File: src/rtl/adc_scan_pkg.sv
package adc_scan_pkg;
  localparam int CODE_W       = 5;
  localparam int RAW_W        = 16;
  localparam int SLOT_N       = 12;
  localparam int SLOT_PER_REG = 6;
  localparam int LEN_W        = 4;
  localparam int ADDR_W       = 3;
  localparam int SLOT_BITS    = SLOT_PER_REG * CODE_W;

  localparam logic [ADDR_W-1:0] A_CMD  = 3'd0;
  localparam logic [ADDR_W-1:0] A_CFG  = 3'd1;
  localparam logic [ADDR_W-1:0] A_SLO  = 3'd2;
  localparam logic [ADDR_W-1:0] A_SHI  = 3'd3;
  localparam logic [ADDR_W-1:0] A_STAT = 3'd4;
  localparam logic [ADDR_W-1:0] A_DATA = 3'd5;

  typedef enum logic [1:0] {SEQ_IDLE, SEQ_WAIT, SEQ_GAP} seq_state_e;

  // Left-align a right-aligned converter value by resolution code.
  function automatic logic [RAW_W-1:0] align_raw(input logic [RAW_W-1:0] raw,
                                                 input logic [1:0] res);
    case (res)
      2'd0:    return {raw[11:0], 4'h0};
      2'd1:    return {raw[13:0], 2'h0};
      default: return raw;
    endcase
  endfunction

  // Index of the last position visited in one pass.
  function automatic logic [LEN_W-1:0] last_slot(input logic [LEN_W-1:0] len,
                                                 input logic scan);
    if (!scan) return '0;
    if (len > LEN_W'(SLOT_N - 1)) return LEN_W'(SLOT_N - 1);
    return len;
  endfunction

  // Channel code stored at a scan position.
  function automatic logic [CODE_W-1:0] pick_code(input logic [SLOT_N*CODE_W-1:0] vec,
                                                  input logic [LEN_W-1:0] pos);
    return vec[int'(pos)*CODE_W +: CODE_W];
  endfunction
endpackage

File: src/rtl/adc_scan_fifo.sv
module adc_scan_fifo #(
  parameter int W     = 21,
  parameter int DEPTH = 32,
  localparam int PW   = (DEPTH > 1) ? $clog2(DEPTH) : 1,
  localparam int CW   = $clog2(DEPTH + 1)
) (
  input  logic          clk,
  input  logic          rst_n,
  input  logic          clr,
  input  logic          push,
  input  logic          pop,
  input  logic [W-1:0]  din,
  output logic [W-1:0]  dout,
  output logic [CW-1:0] count,
  output logic          drop,
  output logic          pop_empty
);
  logic [W-1:0]  mem [DEPTH];
  logic [PW-1:0] wp, rp;
  logic          empty, full, pop_ok, push_ok;

  function automatic logic [PW-1:0] step(input logic [PW-1:0] p);
    return (p == PW'(DEPTH - 1)) ? '0 : p + 1'b1;
  endfunction

  assign empty     = (count == '0);
  assign full      = (count == CW'(DEPTH));
  assign pop_ok    = pop && !empty;
  assign push_ok   = push && (!full || pop_ok);
  assign drop      = push && !push_ok;
  assign pop_empty = pop && empty;
  assign dout      = empty ? '0 : mem[rp];

  always_ff @(posedge clk or negedge rst_n) begin
    if (!rst_n) begin
      wp <= '0; rp <= '0; count <= '0;
    end else if (clr) begin
      wp <= '0; rp <= '0; count <= '0;
    end else begin
      if (push_ok) wp <= step(wp);
      if (pop_ok)  rp <= step(rp);
      count <= count + CW'(push_ok) - CW'(pop_ok);
    end
  end

  always_ff @(posedge clk) begin
    if (push_ok && !clr) mem[wp] <= din;
  end
endmodule

File: src/rtl/adc_scan_ctrl.sv
module adc_scan_ctrl
  import adc_scan_pkg::*;
(
  input  logic                     clk,
  input  logic                     rst_n,
  input  logic                     enable,
  input  logic                     halt,
  input  logic                     start,
  input  logic                     scan_en,
  input  logic                     cont,
  input  logic [LEN_W-1:0]         len,
  input  logic [SLOT_N*CODE_W-1:0] slot_vec,
  input  logic                     conv_done,
  output logic                     conv_req,
  output logic [CODE_W-1:0]        conv_chan,
  output logic                     busy,
  output logic                     push,
  output logic [LEN_W-1:0]         pos
);
  seq_state_e       state;
  logic [LEN_W-1:0] last;

  assign last      = last_slot(len, scan_en);
  assign conv_req  = (state == SEQ_WAIT);
  assign push      = conv_req && conv_done;
  assign busy      = (state != SEQ_IDLE);
  assign conv_chan = pick_code(slot_vec, pos);

  always_ff @(posedge clk or negedge rst_n) begin
    if (!rst_n) begin
      state <= SEQ_IDLE;
      pos   <= '0;
    end else if (state == SEQ_IDLE && start) begin
      state <= SEQ_WAIT;
      pos   <= '0;
    end else if (halt || !enable) begin
      state <= SEQ_IDLE;
      pos   <= '0;
    end else begin
      case (state)
        SEQ_WAIT: if (conv_done) state <= SEQ_GAP;
        SEQ_GAP: begin
          if (pos >= last) begin
            pos   <= '0;
            state <= cont ? SEQ_WAIT : SEQ_IDLE;
          end else begin
            pos   <= pos + 1'b1;
            state <= SEQ_WAIT;
          end
        end
        default: state <= SEQ_IDLE;
      endcase
    end
  end
endmodule

File: src/rtl/adc_scan_flags.sv
module adc_scan_flags #(
  parameter int CW = 6
) (
  input  logic          clk,
  input  logic          rst_n,
  input  logic          halt,
  input  logic [CW-1:0] count,
  input  logic [1:0]    thr,
  input  logic          drop,
  input  logic          pop_empty,
  input  logic [2:0]    clr,
  input  logic [2:0]    mask,
  output logic [2:0]    flags,
  output logic          irq
);
  logic [2:0] set;

  // flags[0] ready, flags[1] overrun, flags[2] underrun
  assign set = {pop_empty, drop, (count > CW'(thr))};
  assign irq = |(flags & ~mask);

  always_ff @(posedge clk or negedge rst_n) begin
    if (!rst_n) begin
      flags <= '0;
    end else if (halt) begin
      flags <= '0;
    end else begin
      for (int i = 0; i < 3; i++) begin
        if (set[i])      flags[i] <= 1'b1;
        else if (clr[i]) flags[i] <= 1'b0;
      end
    end
  end
endmodule

File: src/rtl/adc_scan_seq.sv
module adc_scan_seq
  import adc_scan_pkg::*;
#(
  parameter int DEPTH = 32,
  localparam int CNT_W = $clog2(DEPTH + 1),
  localparam int WORD_W = CODE_W + RAW_W
) (
  input  logic                clk,
  input  logic                rst_n,
  input  logic                wr_en,
  input  logic [ADDR_W-1:0]   wr_addr,
  input  logic [31:0]         wr_data,
  input  logic                rd_en,
  input  logic [ADDR_W-1:0]   rd_addr,
  output logic [31:0]         rd_data,
  output logic                conv_req,
  output logic [CODE_W-1:0]   conv_chan,
  output logic                conv_neg_gnd,
  output logic [1:0]          conv_res,
  input  logic                conv_done,
  input  logic [RAW_W-1:0]    conv_value,
  output logic                irq
);
  logic cmd_en, cmd_srst, cmd_neg;
  logic cfg_cont, cfg_scan;
  logic [1:0] cfg_res, fifo_thr;
  logic [LEN_W-1:0] cfg_len;
  logic [SLOT_BITS-1:0] slot_lo, slot_hi;
  logic [2:0] irq_mask, flag_vec, flag_clr;

  logic wr_cmd, wr_stat, start_req, fifo_clr, fifo_pop, seq_busy, seq_push;
  logic fifo_drop, fifo_pop_empty, flag_ovr, flag_und, wr_unused;
  logic [CNT_W-1:0] fifo_count;
  logic [WORD_W-1:0] fifo_in, fifo_out;
  logic [LEN_W-1:0] seq_pos;
  logic [5:0] count6;

  assign wr_unused = ^wr_data;
  assign wr_cmd    = wr_en && (wr_addr == A_CMD);
  assign wr_stat   = wr_en && (wr_addr == A_STAT);
  assign start_req = wr_cmd && wr_data[1] && wr_data[0] && !wr_data[2];
  assign fifo_clr  = (wr_stat && wr_data[1]) || cmd_srst;
  assign flag_clr  = wr_stat ? wr_data[10:8] : 3'b000;
  assign fifo_pop  = rd_en && (rd_addr == A_DATA);
  assign fifo_in   = {conv_chan, align_raw(conv_value, cfg_res)};
  assign flag_ovr  = flag_vec[1];
  assign flag_und  = flag_vec[2];
  assign count6    = 6'(fifo_count);

  assign conv_neg_gnd = cmd_neg;
  assign conv_res     = cfg_res;

  always_ff @(posedge clk or negedge rst_n) begin
    if (!rst_n) begin
      {cmd_en, cmd_srst, cmd_neg} <= '0;
      {cfg_cont, cfg_scan, cfg_res, cfg_len} <= '0;
      slot_lo  <= '0;
      slot_hi  <= '0;
      irq_mask <= 3'b111;
      fifo_thr <= '0;
    end else if (wr_en) begin
      case (wr_addr)
        A_CMD: begin
          cmd_en   <= wr_data[0];
          cmd_srst <= wr_data[2];
          cmd_neg  <= wr_data[13];
        end
        A_CFG: begin
          cfg_cont <= wr_data[1];
          cfg_res  <= wr_data[3:2];
          cfg_len  <= wr_data[24:21];
          cfg_scan <= wr_data[25];
        end
        A_SLO:  slot_lo <= wr_data[SLOT_BITS-1:0];
        A_SHI:  slot_hi <= wr_data[SLOT_BITS-1:0];
        A_STAT: begin
          irq_mask <= wr_data[14:12];
          fifo_thr <= wr_data[23:22];
        end
        default: ;
      endcase
    end
  end

  adc_scan_ctrl ctrl_i (
    .clk(clk), .rst_n(rst_n), .enable(cmd_en), .halt(cmd_srst),
    .start(start_req), .scan_en(cfg_scan), .cont(cfg_cont), .len(cfg_len),
    .slot_vec({slot_hi, slot_lo}), .conv_done(conv_done), .conv_req(conv_req),
    .conv_chan(conv_chan), .busy(seq_busy), .push(seq_push), .pos(seq_pos)
  );

  adc_scan_fifo #(.W(WORD_W), .DEPTH(DEPTH)) fifo_i (
    .clk(clk), .rst_n(rst_n), .clr(fifo_clr), .push(seq_push), .pop(fifo_pop),
    .din(fifo_in), .dout(fifo_out), .count(fifo_count), .drop(fifo_drop),
    .pop_empty(fifo_pop_empty)
  );

  adc_scan_flags #(.CW(CNT_W)) flags_i (
    .clk(clk), .rst_n(rst_n), .halt(cmd_srst), .count(fifo_count), .thr(fifo_thr),
    .drop(fifo_drop), .pop_empty(fifo_pop_empty), .clr(flag_clr), .mask(irq_mask),
    .flags(flag_vec), .irq(irq)
  );

  always_comb begin
    rd_data = '0;
    case (rd_addr)
      A_CMD:  rd_data = {18'b0, cmd_neg, 10'b0, cmd_srst, seq_busy, cmd_en};
      A_CFG:  rd_data = {6'b0, cfg_scan, cfg_len, 17'b0, cfg_res, cfg_cont, 1'b0};
      A_SLO:  rd_data = {2'b0, slot_lo};
      A_SHI:  rd_data = {2'b0, slot_hi};
      A_STAT: rd_data = {8'b0, fifo_thr, count6, 1'b0, irq_mask, 5'b0, flag_vec,
                         (fifo_count == CNT_W'(DEPTH)), (fifo_count != '0), 2'b0};
      A_DATA: rd_data = {6'b0, fifo_out[WORD_W-1 -: CODE_W], 5'b0, fifo_out[RAW_W-1:0]};
      default: rd_data = '0;
    endcase
  end
endmodule

File: config.mk
export PLATFORM = sky130hd
export DESIGN_NAME = adc_scan_seq
export DESIGN_NICKNAME = d
export VERILOG_FILES = /design/src/rtl/adc_scan_pkg.sv /design/src/rtl/adc_scan_fifo.sv /design/src/rtl/adc_scan_ctrl.sv /design/src/rtl/adc_scan_flags.sv /design/src/rtl/adc_scan_seq.sv
export SDC_FILE = /design/constraint.sdc
export NUM_CORES = 1
export LEC_CHECK = 0
export ABC_CLOCK_PERIOD_IN_PS = 3250
export BUFFER_PORTS_ARGS = -buffer_cell sky130_fd_sc_hd__buf_2
export CAP_MARGIN = 5
export CORE_MARGIN = 3
export CORE_UTILIZATION = 25
export CTS_CLUSTER_SIZE = 30
export DETAILED_ROUTE_END_ITERATION = 8
export HOLD_SLACK_MARGIN = 0.15
export PLACE_DENSITY = 0.42
export SETUP_SLACK_MARGIN = 0.3
export SYNTH_ARGS = -nofsm -noshare
export SYNTH_HDL_FRONTEND = slang
export SYNTH_HIERARCHICAL = 1
export SYNTH_SLANG_ARGS = --single-unit
File: constraint.sdc
create_clock -name clk -period 3.25 [get_ports clk]
set_input_delay 0.65 -clock clk [delete_from_list [all_inputs] [get_ports clk]]
set_output_delay 0.65 -clock clk [all_outputs]
set_load 0.01 [all_outputs]
== Word level (Yosys, flattened, before mapping) ==
Memory sizes are Yosys's and may differ from the RTL's.
Cells that the tools add are included.
W data, S select, Z words.

* Multipliers: 1
* Order comparisons: 3
* Mux-type cells: 36
* Bitwise logic cells: 2
* Add/subtract/negate cells: 5
* Shift operators: 1
* Reductions and logical operators: 42
* Equal/unequal tests: 16

{| class="wikitable"
|+ Operators with widths
! cell !! count
|-
| $pmux W30 S6 || 1
|-
| $shiftx A60 B32 Y5 || 1
|-
| $mux W4 || 8
|-
| $pmux W16 S2 || 1
|-
| $mux W5 || 6
|-
| $mux W21 || 1
|-
| $logic_and A1 B1 Y1 || 14
|-
| $eq A3 B2 Y1 const B || 4
|-
| $reduce_bool A3 Y1 || 4
|-
| $mux W1 || 11
|-
| $add A5 B1 Y5 const B || 2
|-
| $eq A5 B5 Y1 const B || 2
|-
| $reduce_and A2 Y1 || 5
|-
| $eq A3 B3 Y1 const B || 3
|-
| $mux W2 || 4
|-
| $mul A4 B3 Y7 const B || 1
|-
| $add A6 B1 Y6 || 1
|-
| $eq A3 B1 Y1 const B || 2
|-
| $eq A6 B6 Y1 const B || 1
|-
| $gt A6 B2 Y1 || 1
|-
| $logic_not A1 Y1 || 6
|-
| $logic_not A3 Y1 || 2
|-
| $logic_not A6 Y1 || 1
|-
| $mux W3 || 2
|-
| other kinds (16) || 22
|}

* Memories: 1
* Bits in writable memories: 672
* Register bits: 101

{| class="wikitable"
|+ Memory list
! memory !! words !! bits a word !! read ports !! clocked after memory_dff !! write ports !! line !! source
|-
| fifo_i.mem || 32 || 21 || 1 || 0 || 1 || adc_scan_fifo.sv:18 || <nowiki>logic [W-1:0] mem [DEPTH];</nowiki>
|}

== Depth between registers and ports, before layout ==
Gate-level depths: netlist of run 1.

* Depth in word-level cells: 10
* Mapped depth: 14
* Gate-level depth less buffers: 12

== By module ==
Netlist of run 1, hierarchy kept.

{| class="wikitable"
|+ By module, submodules not included
! module !! cells each !! area an instance (µm²) !! instances
|-
| adc_scan_fifo || 1196 || 26749.4 || 1
|-
| adc_scan_seq || 339 || 4085.2 || 1
|-
| adc_scan_ctrl || 81 || 963.4 || 1
|-
| adc_scan_flags || 23 || 191.4 || 1
|}

== Least setup slack after synthesis of run 1 ==
No wires, ideal clock.

* Path kind: input to register
* From: input port rd_addr[2]
* To: memory fifo_i.mem[30][0] (enable)
* Path buffers: 2
* Data arrival time: 2.901 ns
* Setup slack: -0.050 ns
* Setup time: 0.399 ns
* Cell stages on the path: 7
* Path through: buf_4 -> clkbuf_1 -> and3_1 -> nor2b_1 -> o311a_1 -> nand2_1 -> nor2_1

* Longest elaborated chain between the ends: 8

{| class="wikitable"
|+ Ends and longest elaborated chain
! item !! line !! source
|-
| from (decl) || adc_scan_seq.sv:14 || <nowiki>input logic [ADDR_W-1:0] rd_addr,</nowiki>
|-
| $eq A3 B3 Y1 || adc_scan_seq.sv:44 || <nowiki>assign fifo_pop = rd_en && (rd_addr == A_DATA);</nowiki>
|-
| $logic_and A1 B1 Y1 || adc_scan_seq.sv:44 ||
|-
| net fifo_pop || adc_scan_seq.sv:31 || <nowiki>logic wr_cmd, wr_stat, start_req, fifo_clr, fifo_pop, seq_busy, seq_push;</nowiki>
|-
| $logic_and A1 B1 Y1 || adc_scan_fifo.sv:28 || <nowiki>assign pop_ok = pop && !empty;</nowiki>
|-
| $logic_or A1 B1 Y1 || adc_scan_fifo.sv:29 || <nowiki>assign push_ok = push && (!full || pop_ok);</nowiki>
|-
| $logic_and A1 B1 Y1 || adc_scan_fifo.sv:29 ||
|-
| $logic_and A1 B1 Y1 || adc_scan_fifo.sv:47 || <nowiki>if (push_ok && !clr) mem[wp] <= din;</nowiki>
|-
| $mux W1 || adc_scan_fifo.sv:47 ||
|-
| $mux W1 (implied by the code) || adc_scan_fifo.sv:47 ||
|-
| to (decl) || adc_scan_fifo.sv:18 ||
|}

The timed path passes the listed nets, and every way through them passes these cells.

== Final worst setup path of run 1 ==
* From: register fifo_i.rp[1]
* To: output port rd_data[2]

* Longest elaborated chain between the ends: 3

{| class="wikitable"
|+ Ends and longest elaborated chain
! item !! line !! source
|-
| from (decl) || adc_scan_fifo.sv:19 || <nowiki>logic [PW-1:0] wp, rp;</nowiki>
|-
| from (signal assigned) || adc_scan_fifo.sv:41 || <nowiki>if (pop_ok) rp <= step(rp);</nowiki>
|-
| $mem_v2 Z32 W21 || n/a ||
|-
| $mux W21 || adc_scan_fifo.sv:32 || <nowiki>assign dout = empty ? '0 : mem[rp];</nowiki>
|-
| net fifo_out[2] || adc_scan_seq.sv:34 || <nowiki>logic [WORD_W-1:0] fifo_in, fifo_out;</nowiki>
|-
| $pmux W30 S6 || adc_scan_seq.sv:106 || <nowiki>case (rd_addr)</nowiki>
|-
| to (decl) || adc_scan_seq.sv:15 || <nowiki>output logic [31:0] rd_data,</nowiki>
|}

The timed path passes the listed nets, and every way through them passes these cells.

==> results.yml, run 1 <==
power_and_ir_drop:
  swShare_pct: 25.6
  p_total_w: 0.0254
  pwr-share-clk_pct: 37.4
  power_leakage_nw: 13.5
  pwr-share-seq_pct: 46.4
  p_int_w: 0.0189
  combPwrFrac_pct: 16.2
  p_sw_w: 0.00650
  p_per_area_nw_per_um2: 620
  vdd_drop_max_mv: 0.333
setup_path:
  start_kind: "flip-flop"
  path_cells: "buf_12 -> mux4_2 -> mux2i_1 -> o22a_4 -> o21ai_4 -> buf_6 -> a31oi_4 -> o211ai_1 -> buf_2"
  reg2reg_from: "fifo_i/count[5]"
  cp_data_arrival_time_ns: 3.26
  reg2reg_setup_slack_ns: 0.44
  critPathMaxStageDelay_ns: 0.56
  critPathKind: "reg -> out"
  cp-end-kind: "primary output"
  cp_slowest_cell: "dfrtp_4"
  ff2ff_path_depth: 13
  r2r_end: "fifo_i/count[4]"
  cp_data_required_time_ns: 2.60
  crit_fanout: 17
sta:
  hold_violations: 0
  max_freq_mhz: 255
  slew_violations: 0
  rsz0062_at_grt: "true"
  finClkSkew_ns: 0.0156
  worstMarginPinSlew_ns: 1.16
  setup_viol: 21
  fin_crit_ns: 3.91
  tns_ns: -11.61
  final.period_utilization_pct: 120
  maxSlewHeadroom_pct: 22.7
  fin_ws_ns: -0.665
global_route:
  antenna_found_initial: 1
  grt_usage_pct: 13.8
  overflow: 0
  first_global_vias: 18400
  grt_max_degree: 50
  grt_pass1_wl_um: 133000
placement:
  gp_congestion: 0.773
  place_ws_ns: -0.323
  portBuffers: 96
  dpl.cell_count: 3494
  dp_hpwl_um: 59400
cts:
  clk_pin_slew_worst_paths_ns: 0.06
  cts_sinks: 773
  numCtsBuffers: 86
  clockRootBuffer: "clkbuf_16"
  clock_path_buffers: 3
  h-tree-depth: 3
  cts_tree: "done"
  clock_latency_ns: 0.64
layout:
  fillerInstances: 12100
  layout_commonest_cell: "edfxtp_1"
  layout-drive-gt1-share_pct: 45.1
  stdcell_count: 3694
  layout.nets: 2064
  area.growth.synth_to_final_pct: 28.3
  fin_util_pct: 32.5
  final_cell_mix: "edfxtp_1, mux4_2, buf_4, dfrtp_1, buf_2"
synthesis:
  yosys_warnings: 6
  netlist_top_cells_area: "edfxtp_1, mux4_2, dfrtp_1, mux2i_1, mux2_2"
  yosysTopAreaCellShare_pct: 63.1
  yosys_register_bits: 773
  synth_ff_type: "edfxtp_1"
  syn_area_sq_um: 32000
  ys_types: 72
  seq_area_frac_synth_pct: 71.0
  synthCells: 1639
  yosys.area.top_type: "edfxtp_1"
  async_reset_ff_share_pct: 13.1
  syn_avg_cell_area_sq_um: 19.5
  synth_edf_count: 672
run_status:
  violations: "negative setup slack"
  status: "complete, but fails checks"
floorplanning:
  initial_core_util_pct: 25.3
  num_rows: 130
  core_sq_um: 126000
  die_w_um: 364
  ioPinCount: 101
  die_area_sq_um: 132000
  fp.dieH_um: 364
worst_hold_path:
  holdCritStartpoint: "wr_data[6]"
  hold_path.class: "in -> reg"
  min_path_cells: 2
  hold_end: "slot_lo[6]"
route:
  dr.max_layer_used: "met4"
  dr.pass1.iters: 5
  dr.first_iter.drc_count: 1278
  via_count: 17200
  met3_wirelength_um: 3530
  m1WireLength_um: 43200
  drtAntennaViolNets: 0
  wl_per_cell_um: 24.6
  via_per_inst: 4.65
  drt-total-wl_um: 91100
  route.met2.wl_um: 42400
  drc_errors: 0
job:
  drv_cap: 0
## layer usage
layer  vias up  GRT usage (%)
li1       7484              -
met1      9241           19.8
met2       355           21.7
met3        98           2.11
met4         0           3.66
met5         -              0
## synthesized netlist by cell type, types with 24 or more instances
master / instances
mux2i_1: 92
a221oi_1: 42
buf_2: 36
mux4_2: 173
o21ai_1: 24
dfrtp_1: 98
o21ai_0: 24
clkbuf_1: 29
mux2_2: 81
nand2_1: 33
edfxtp_1: 672
inv_1: 27
nor2_1: 55
## worst max-delay path: cells and delay by family, from the launching register on
family	cells	cell delay, ns
compound gates	4	0.63
buf+inv	3	0.54
flops	1	0.56
mux	2	0.89
## through the flow
stage | hold WS [ns] | cell area, sq um
global route | 0.237 | 41000
global placement | 0.506 | 36400
CTS | 0.218 | 40500
floorplan | 0.354 | 32100
finish | 0.264 | 41000
detailed placement | 0.512 | 36400
## repair_timing
action                                  CTS  global route
endpoints found under the setup margin   27            28
gates cloned                              4             0
hold endpoints to repair                 45             0
hold buffers                              1             0
setup buffers                            34            11
resized for setup                       182            67
pin swaps                                32            14
## worst max-delay path by stage
stage	startpoint	end	slack, ns	depth (start not counted)
after detailed placement	fifo_i/rp[1]	rd_data[10]	-0.32	10
after floorplan	rd_addr[2]	fifo_i/mem[6][0]	0.18	7
after global routing	fifo_i/count[5]	rd_data[3]	-0.81	14
final	fifo_i/rp[1]	rd_data[2]	-0.66	9
after CTS	fifo_i/count[2]	rd_data[2]	-0.76	14
after global placement	fifo_i/rp[1]	rd_data[10]	-0.33	10
## power groups by stage
stage                     logic, W  registers, W  clock network (W)
after floorplan            0.00174        0.0119                  0
after global placement     0.00337        0.0120                  0
after detailed placement   0.00345        0.0120                  0
after CTS                  0.00403        0.0118            0.00982
after global routing       0.00442        0.0118             0.0102
final                      0.00413        0.0118            0.00952
## area by class of cell
type	instances	area [sq um]	share of cell area (%)
diodes	3	7.51	0.0183
clock buffers	101	2260	5.51
clock inverters	46	479	1.17
inverters	27	101	0.247
multi-input cells	743	9990	24.3
flip-flops and latches	773	22700	55.4
well taps	1650	2060	5.03
repair buffers	351	3400	8.30
## state kept, by name (all words and copies together) (netlist names), 2 cells and up
name	flops
cfg_len	4
conv_res	2
ctrl_i/pos	4
ctrl_i/state	2
fifo_i/count	6
fifo_i/mem	672
fifo_i/rp	5
fifo_i/wp	5
fifo_thr	2
flags_i/flags	3
irq_mask	3
slot_hi	30
slot_lo	30
## cell families (layout without fill, tap and decap cells)
logic type	Yosys count	in the layout	share of synthesized area, %
AOI/OAI and AO/OA	186	186	4.22
xor gates and xnor gates	2	2	0.0548
adders and majority gates	23	23	0.923
buffers and inverters	124	525	2.08
DFF	773	773	71.0
muxes	357	357	18.8
other	1	5	0.0117
and+or+nand+nor	173	173	2.95
Power figures use the tool's default switching activity.
==> run 2, diff against run 1 <==
SETUP_SLACK_MARGIN = 0.05   (was 0.3)
==> results.yml, run 2 (synthesized netlist as in run 1, its figures left out) <==
run_status:
  status: "complete, but fails checks"
  violations: "negative setup slack"
layout:
  layout_commonest_cell: "edfxtp_1"
  layout-drive-gt1-share_pct: 44.9
  largest-register: "fifo_i/mem"
  fin_util_pct: 32.4
  area.growth.synth_to_final_pct: 28.2
  stdcell_area_sq_um: 41000
  final_cell_mix: "edfxtp_1, mux4_2, buf_4, dfrtp_1, clkbuf_16"
  layout.nets: 2095
  largestRegisters: "fifo_i/mem: 672 flops, slot_hi: 30 flops, slot_lo: 30 flops"
  largest_reg_flops: 672
power_and_ir_drop:
  pwr-share-clk_pct: 37.1
  p_total_w: 0.0250
  power_leakage_nw: 13.6
  combPwrFrac_pct: 15.7
  pwr-share-seq_pct: 47.2
  vdd_drop_max_mv: 0.415
  p_per_area_nw_per_um2: 610
  p_int_w: 0.0184
  swShare_pct: 26.3
  p_sw_w: 0.00657
setup_path:
  crit_fanout: 8
  cp_data_required_time_ns: 2.60
  critPathKind: "reg -> out"
  crit_path_end: "rd_data[21]"
  ff2ff_path_depth: 13
  cp-end-kind: "primary output"
  reg2reg_setup_slack_ns: 0.42
  cp_data_arrival_time_ns: 3.26
  crit_start: "fifo_i/rp[1]"
  start_kind: "flip-flop"
  r2r_end: "fifo_i/count[4]"
  reg2reg_from: "fifo_i/count[2]"
sta:
  slew_violations: 0
  finClkSkew_ns: 0.0323
  maxSlewHeadroom_pct: 24.3
  holdWs_ns: 0.231
  final.period_utilization_pct: 120
  rsz0062_at_grt: "true"
  fin_crit_ns: 3.91
  max_freq_mhz: 256
  worstMarginPinSlew_ns: 1.14
  hold_violations: 0
  setup_viol: 21
  fin_ws_ns: -0.658
floorplanning:
  fp.dieH_um: 364
  die_w_um: 364
  initial_core_util_pct: 25.3
  ioPinCount: 101
  core_sq_um: 126000
  die_area_sq_um: 132000
  num_rows: 130
cts:
  clk_pin_slew_worst_paths_ns: 0.06
  h-tree-depth: 3
  cts_sinks: 773
  cts_tree: "done"
  numCtsBuffers: 86
  clock_path_buffers: 3
  clock_latency_ns: 0.66
  clockRootBuffer: "clkbuf_16"
global_route:
  overflow: 0
  grt_max_degree: 50
  antenna_found_initial: 0
  first_global_vias: 18600
  grt_pass1_wl_um: 135000
  grt_usage_pct: 14.1
route:
  drc_errors: 0
  dr.pass1.iters: 5
  via_count: 17400
  via_per_inst: 4.65
  wl_per_cell_um: 25.0
  dr.first_iter.drc_count: 1404
  drtAntennaViolNets: 0
  drt-total-wl_um: 93100
placement:
  dpl-instance-area_sq_um: 36600
  portBuffers: 96
  gp_congestion: 0.781
  place_ws_ns: -0.195
  dp_hpwl_um: 60600
worst_hold_path:
  hold_path.class: "in -> reg"
job:
  drv_cap: 0
[run 2: changes by cell type in the layout (fill, tap and decap cells not counted), sizes merged]
cell	change
bufinv	-4
clkinvlp	-1
buf	+30
clkbuf	+9
clkinv	+4
diode	-2
bufbuf	-1
[run 2: stage by stage]
stage               instances  setup TNS, ns
detailed placement       3512          -1.85
global placement         3512          -2.54
CTS                      3712         -13.63
finish                   3729         -12.24
floorplan                1640         -31.54
global route             3728         -14.68
[run 2: timing repair]
item                                   4_1_cts  5_1_grt
setup endpoints to repair                   26       26
pin swaps                                   44       24
endpoints found under the hold margin       40        0
cloned                                       5        2
gates resized for setup                    179       57
buffers inserted                            42       16
hold buffers                                 1        0
[run 2: power by group through the flow]
stage	sequential (W)	clock [W]	combinational, W
floorplan	0.0119	0	0.00174
global placement	0.0120	0	0.00338
detailed placement	0.0120	0	0.00345
CTS	0.0118	0.00954	0.00386
global route	0.0118	0.00996	0.00422
finish	0.0118	0.00927	0.00393
[run 2: how the worst min path moves through the flow]
stage | from | endpoint | slack (ns) | cells after the start
floorplan | rst_n | cfg_cont | 0.35 | 0
global placement | slot_lo[6] | slot_lo[6] | 0.51 | 1
detailed placement | slot_lo[7] | slot_lo[7] | 0.51 | 1
CTS | wr_data[6] | slot_lo[6] | 0.19 | 2
global route | wr_data[6] | slot_lo[6] | 0.19 | 2
finish | wr_data[17] | slot_hi[17] | 0.23 | 2
[run 2: metal layers]
| metal | up-vias | part of all wire [%] | GRT usage [%] |
|---|---|---|---|
| met5 | - | 0 | 0 |
| li1 | 7524 | - | - |
| met3 | 131 | 3.1 | 1.97 |
| met4 | 0 | 2.2 | 3.52 |
| met2 | 303 | 48 | 23.1 |
| met1 | 9396 | 47 | 19.6 |
[run 2: worst max-delay path, stage by stage, from the launching register on]
cell	delay, ns
dfrtp_4	0.55
buf_12	0.18
buf_12	0.13
buf_16	0.14
buf_6	0.11
mux4_2	0.43
mux2i_1	0.14
o22a_2	0.25
o21ai_4	0.09
mux2i_1	0.15
a211o_1	0.18
o21ai_1	0.07
buf_2	0.16
[run 2: area by class of cell]
type	instances	area [sq um]
clock buffer	108	2250
timing repair buffer	382	3800
fill	12100	85400
clock inverter	45	412
inverter	27	101
multi-input combinational	743	9640
antenna	1	2.50
tap	1650	2060
sequential	773	22700
